### src/rtl/nor_erase_seq.sv
module nor_erase_seq #(
  parameter int AW        = 18,
  parameter int T_WP      = 3,
  parameter int T_WPH     = 2,
  parameter int T_OES     = 1,
  parameter int T_ACC     = 3,
  parameter int T_OEH     = 1,
  parameter int MAX_POLLS = 4096
) (
  input  logic          clk,
  input  logic          rst_n,
  input  logic          req_valid,
  input  logic [1:0]    req_op,
  input  logic [AW-1:0] req_addr,
  input  logic          use_rdy,
  output logic          busy,
  output logic          done,
  output logic          error,
  output logic [AW-1:0] flash_addr,
  output logic [15:0]   flash_dq_out,
  output logic          flash_dq_oe,
  input  logic [15:0]   flash_dq_in,
  output logic          flash_ce_n,
  output logic          flash_we_n,
  output logic          flash_oe_n,
  input  logic          flash_ryby
);
  localparam int TMAX1 = (T_WP > T_WPH) ? T_WP : T_WPH;
  localparam int TMAX2 = (T_OES > T_ACC) ? T_OES : T_ACC;
  localparam int TMAX3 = (TMAX1 > TMAX2) ? TMAX1 : TMAX2;
  localparam int TMAX  = (TMAX3 > T_OEH) ? TMAX3 : T_OEH;
  localparam int CW    = $clog2(TMAX + 1);
  localparam int PW    = $clog2(MAX_POLLS + 1);
  localparam logic [AW-1:0] A555 = AW'(18'h555);
  localparam logic [AW-1:0] A2AA = AW'(18'h2AA);

  typedef enum logic [2:0] {
    IDLE, WSET, WLOW, WHIGH, RSET, RACC, RHOLD
  } state_t;

  state_t        st;
  logic [CW-1:0] cnt;
  logic [2:0]    idx;
  logic [1:0]    op_q;
  logic [AW-1:0] tgt_q;
  logic          rdy_sel;
  logic [1:0]    prev, cur;
  logic          have_prev, fin, tout;
  logic [PW-1:0] polls;
  logic          settled;

  assign cur     = {flash_dq_in[6], flash_dq_in[2]};
  assign settled = have_prev && (cur == prev) && (!rdy_sel || flash_ryby);

  always_ff @(posedge clk or negedge rst_n) begin
    if (!rst_n) begin
      st        <= IDLE;
      cnt       <= '0;
      idx       <= '0;
      op_q      <= '0;
      tgt_q     <= '0;
      rdy_sel   <= 1'b0;
      prev      <= '0;
      have_prev <= 1'b0;
      fin       <= 1'b0;
      tout      <= 1'b0;
      polls     <= '0;
      done      <= 1'b0;
      error     <= 1'b0;
    end else begin
      done  <= 1'b0;
      error <= 1'b0;
      case (st)
        IDLE: if (req_valid) begin
          op_q      <= req_op;
          tgt_q     <= req_addr;
          rdy_sel   <= use_rdy;
          idx       <= '0;
          have_prev <= 1'b0;
          fin       <= 1'b0;
          tout      <= 1'b0;
          polls     <= '0;
          st        <= WSET;
        end
        WSET: begin
          cnt <= CW'(T_WP - 1);
          st  <= WLOW;
        end
        WLOW:
          if (cnt == '0) begin
            cnt <= CW'(T_WPH - 1);
            st  <= WHIGH;
          end else cnt <= cnt - 1'b1;
        WHIGH:
          if (cnt == '0) begin
            if (idx == 3'd5) begin
              cnt <= CW'(T_OES - 1);
              st  <= RSET;
            end else begin
              idx <= idx + 1'b1;
              st  <= WSET;
            end
          end else cnt <= cnt - 1'b1;
        RSET:
          if (cnt == '0) begin
            cnt <= CW'(T_ACC - 1);
            st  <= RACC;
          end else cnt <= cnt - 1'b1;
        RACC:
          if (cnt == '0) begin
            prev      <= cur;
            have_prev <= 1'b1;
            polls     <= polls + 1'b1;
            if (settled) fin <= 1'b1;
            else if (polls == PW'(MAX_POLLS - 1)) tout <= 1'b1;
            cnt <= CW'(T_OEH - 1);
            st  <= RHOLD;
          end else cnt <= cnt - 1'b1;
        RHOLD:
          if (cnt == '0) begin
            if (fin || tout) begin
              done  <= 1'b1;
              error <= tout;
              st    <= IDLE;
            end else begin
              cnt <= CW'(T_OES - 1);
              st  <= RSET;
            end
          end else cnt <= cnt - 1'b1;
        default: st <= IDLE;
      endcase
    end
  end

  always_comb begin
    flash_addr   = A555;
    flash_dq_out = 16'h0000;
    case (idx)
      3'd0: flash_dq_out = 16'h00AA;
      3'd1: begin flash_addr = A2AA; flash_dq_out = 16'h0055; end
      3'd2: flash_dq_out = 16'h0080;
      3'd3: flash_dq_out = 16'h00AA;
      3'd4: begin flash_addr = A2AA; flash_dq_out = 16'h0055; end
      default:
        if (op_q == 2'b00) flash_dq_out = 16'h0010;
        else begin
          flash_addr   = tgt_q;
          flash_dq_out = op_q[1] ? 16'h0030 : 16'h0050;
        end
    endcase
  end

  assign busy        = (st != IDLE);
  assign flash_ce_n  = !busy;
  assign flash_we_n  = (st != WLOW);
  assign flash_oe_n  = (st != RACC);
  assign flash_dq_oe = (st == WSET) || (st == WLOW) || (st == WHIGH);
endmodule

### config.mk
export PLATFORM = sky130hd
export DESIGN_NAME = nor_erase_seq
export DESIGN_NICKNAME = d
export VERILOG_FILES = /design/src/rtl/nor_erase_seq.sv
export SDC_FILE = /design/constraint.sdc
export NUM_CORES = 1
export LEC_CHECK = 0
export CELL_PAD_IN_SITES_DETAIL_PLACEMENT = 0
export CELL_PAD_IN_SITES_GLOBAL_PLACEMENT = 1
export CORE_ASPECT_RATIO = 1.1
export CORE_MARGIN = 1
export CORE_UTILIZATION = 35
export DETAILED_ROUTE_END_ITERATION = 6
export HOLD_SLACK_MARGIN = 0.02
export PLACE_DENSITY_LB_ADDON = 0.1
export SLEW_MARGIN = 20
export SYNTH_ARGS = -nofsm -noshare
export SYNTH_HDL_FRONTEND = slang
export SYNTH_SLANG_ARGS = --single-unit
### constraint.sdc
create_clock -name clk -period 2.6 [get_ports clk]
set_input_delay 0.39 -clock clk [delete_from_list [all_inputs] [get_ports clk]]
set_output_delay 0.39 -clock clk [all_outputs]
set_load 0.02 [all_outputs]
==> metrics, run 1 <==
top cells by count, synth 86 x nand2_1, 49 x dfrtp_1, 23 x nor2_1; Avg WL per Cell 12.9 um; layout cells sized above 1 9.04%; Clock Power Share 31.8%; total number of vias 2178; CTS tree built; most repeated cell in the gate-level netlist after synthesis nand2_1; Ports 82; wire length on met1 2.85 mm; post-layout net count 414; met2 WL 2.93 mm; setup TNS 0 ns; die area 8140 um^2; Core Area 7510 um^2; DP Area 3420 um^2; Inst Count DP 462; Reg area 1230 um^2; clk slew on worst S/H paths 0.10 ns; fmax 402 MHz; DRC viols 0; actual slew at the worst max-slew pin 0.583 ns; chip height 94.5 um; largest net degree at the start of global routing 50; uppermost layer routed met4; Initial Utilization 36.3%; yosys warns 0; row count 33; H-tree level count 2; kind of critical path flop to output port; Antenna diodes 0; CTS buffer count 5; later-pin clock latency in the skew report 0.30 ns; max-slew violations 0; worst-case clock buffer depth 2; peak supply drop 0.189 mV; Post-Layout Cell Count 470; Tcrit/Tclk final 95.6%; Setup Fix Bufs, Post-CTS 0; dpl hpwl 4.20 mm; outcome finished clean; setup clock skew after layout 0.00782 ns; final worst slack 0.114 ns; relative slew slack 61.2%; Antenna Nets Post-Route 0; ys async rst share 100%; Critical Path Fanout Max 12; Hold Buf Count CTS 0; area added between synthesis and finish 30.5%; first drt pass iteration count 4; met3 wire length 243 um; drt first-iter violations 68; P_int 1.25 mW; Sw Share 27.6%; worst hold slack 0.0695 ns; CTS sink count 49; IO buf count 59; PwrDens 484 nW/um^2; setup violators final 0; Cell variety after synth 46; register area share after synthesis 45.0%; vias in the first global route 2200; Multi-input gate area 1340 um^2; CTS resizes 15; Critical Path AT 2.10 ns; Hold Vio Cnt, Final 0; final instance area 3560 um^2; Critical Path Sink Type output port; Layout fillers 791; CP Data Required Time 2.21 ns; register share of total power 49.1%; Worst setup SP type flop; Total GRT Usage 15.9%; area leader, netlist dfrtp_1; DR vias/cell 4.63; Syn Inst Count 308; synth top area cells dfrtp_1 45%, nand2_1 12%, ha_1 4.1%; Synth Register Bits 49; Post-Place Setup Slack 0.134 ns; fin crit period 2.49 ns; first-pass GRT wire length 10.1 mm; Avg Cell Area, Syn 8.85 um^2; Post-synth top flop dfrtp_1; placer congestion estimate 0.780; Post-synth EDFFs 0; grt total ovfl 0; synthesized cell area 2730 um^2; Routed WL 6.07 mm; Worst Hold Class input port to async pin; initial antenna violation count 0; Synth top area share 45.0%; clock root buffer clkbuf_8; Static Leak 1.82 nW; RSZ-0062 raised after global routing false; max_cap viols 0; Die Span X 86.1 um; Logic pwr share 19.1%; P_sw 0.475 mW
-- flip-flops by register name, summed over array words and instances (netlist names) --
signal     flops
done           1
polls         13
tout           1
prev           2
op_q           2
tgt_q         18
have_prev      1
st             3
error          1
rdy_sel        1
idx            3
cnt            2
fin            1
-- logic make-up (layout without fill, tap and decap cells) --
logic type / Yosys count / after routing / share of synthesized area (%)
compound gates: 42 / 42 / 11.5
xor+xnor: 13 / 13 / 4.18
buf+inv: 38 / 88 / 7.30
other cells: 1 / 8 / 0.138
flops: 49 / 49 / 45.0
simple gates: 149 / 149 / 25.0
mux: 7 / 7 / 2.71
fa+ha+maj: 9 / 9 / 4.13
-- metal layers --
metal | up-vias | global-route usage [%]
li1 | 1113 | -
met1 | 1018 | 19.5
met2 | 45 | 28.4
met3 | 2 | 2.88
met4 | 0 | 5.00
met5 | - | 0
-- power by group through the flow --
stage                     Combinational [mW]  Sequential, mW  Clock, mW
final                                  0.328           0.845      0.548
after global routing                   0.365           0.852      0.613
after CTS                              0.338           0.845      0.582
after detailed placement               0.345           0.860          0
after global placement                 0.344           0.859          0
after floorplan                        0.211           0.841          0
-- cell usage in the layout (no fill, tap or decap), types with 3 or more instances in the layout --
master,instances
a21o_1,6
a21oi_1,7
and3_1,7
buf_4,7
clkbuf_8,5
clkdlybuf4s15_1,4
clkdlybuf4s50_1,35
conb_1,8
dfrtp_1,48
dlygate4sd2_1,8
dlymetal6s2s_1,11
ha_1,9
inv_1,12
mux2_2,3
mux2i_1,4
nand2_1,86
nand3_1,7
nand4_1,3
nor2_1,22
nor3_1,4
nor4_1,3
o21ai_0,11
xnor2_1,9
xor2_1,4
-- cell type report --
| class | count | area share [%] |
|---|---|---|
| Tap cell | 105 | 3.69 |
| Timing Repair Buffer | 68 | 19.6 |
| Clock buffer | 5 | 1.94 |
| Inverter | 12 | 1.27 |
| Clock inverter | 3 | 1.23 |
| Sequential cell | 49 | 34.5 |
| Multi-Input combinational cell | 228 | 37.8 |
-- path summary, 6_finish.rpt --
kind | from | endpoint | slack [ns] | cells after the start
min in group clk | tgt_q[13]$_DFFE_PN0P_ | tgt_q[13]$_DFFE_PN0P_ | 0.47 | 2
min reg2reg | tgt_q[13]$_DFFE_PN0P_ | tgt_q[13]$_DFFE_PN0P_ | 0.47 | 2
max reg2reg | st[0]$_DFFE_PN0P_ | polls[11]$_DFFE_PN0P_ | 0.58 | 4
max | idx[0]$_DFFE_PN0P_ | flash_addr[11] | 0.11 | 6
min | rst_n | tgt_q[10]$_DFFE_PN0P_ | 0.07 | 2
max in group asynchronous | rst_n | idx[0]$_DFFE_PN0P_ | 2.30 | 2
-- per-stage QoR --
stage	utilization (%)	power, mW
5_1_grt	47.3	1.83
2_1_floorplan	-	1.05
4_1_cts	46.8	1.76
3_3_place_gp	45.5	1.20
3_5_place_dp	45.5	1.21
6_report	47.3	1.72
-- critical path: stages, from the launching register on --
cell	delay, ns
dfrtp_2	0.45
ha_1	0.21
ha_1	0.23
nor3_1	0.19
buf_4	0.21
and3_1	0.16
dlygate4sd2_1	0.34
Power figures use the tool's default switching activity.
==> run 2, diff against run 1 <==
--- a/config.mk
+++ b/config.mk
@@ -11,6 +11,7 @@
 export CORE_MARGIN = 1
 export CORE_UTILIZATION = 35
 export DETAILED_ROUTE_END_ITERATION = 6
+export GPL_ROUTABILITY_DRIVEN = 0
 export HOLD_SLACK_MARGIN = 0.02
 export PLACE_DENSITY_LB_ADDON = 0.1
 export SLEW_MARGIN = 20
==> results of run 2 <==
No change in the layout: final DEF, timing and power equal those of run 1.
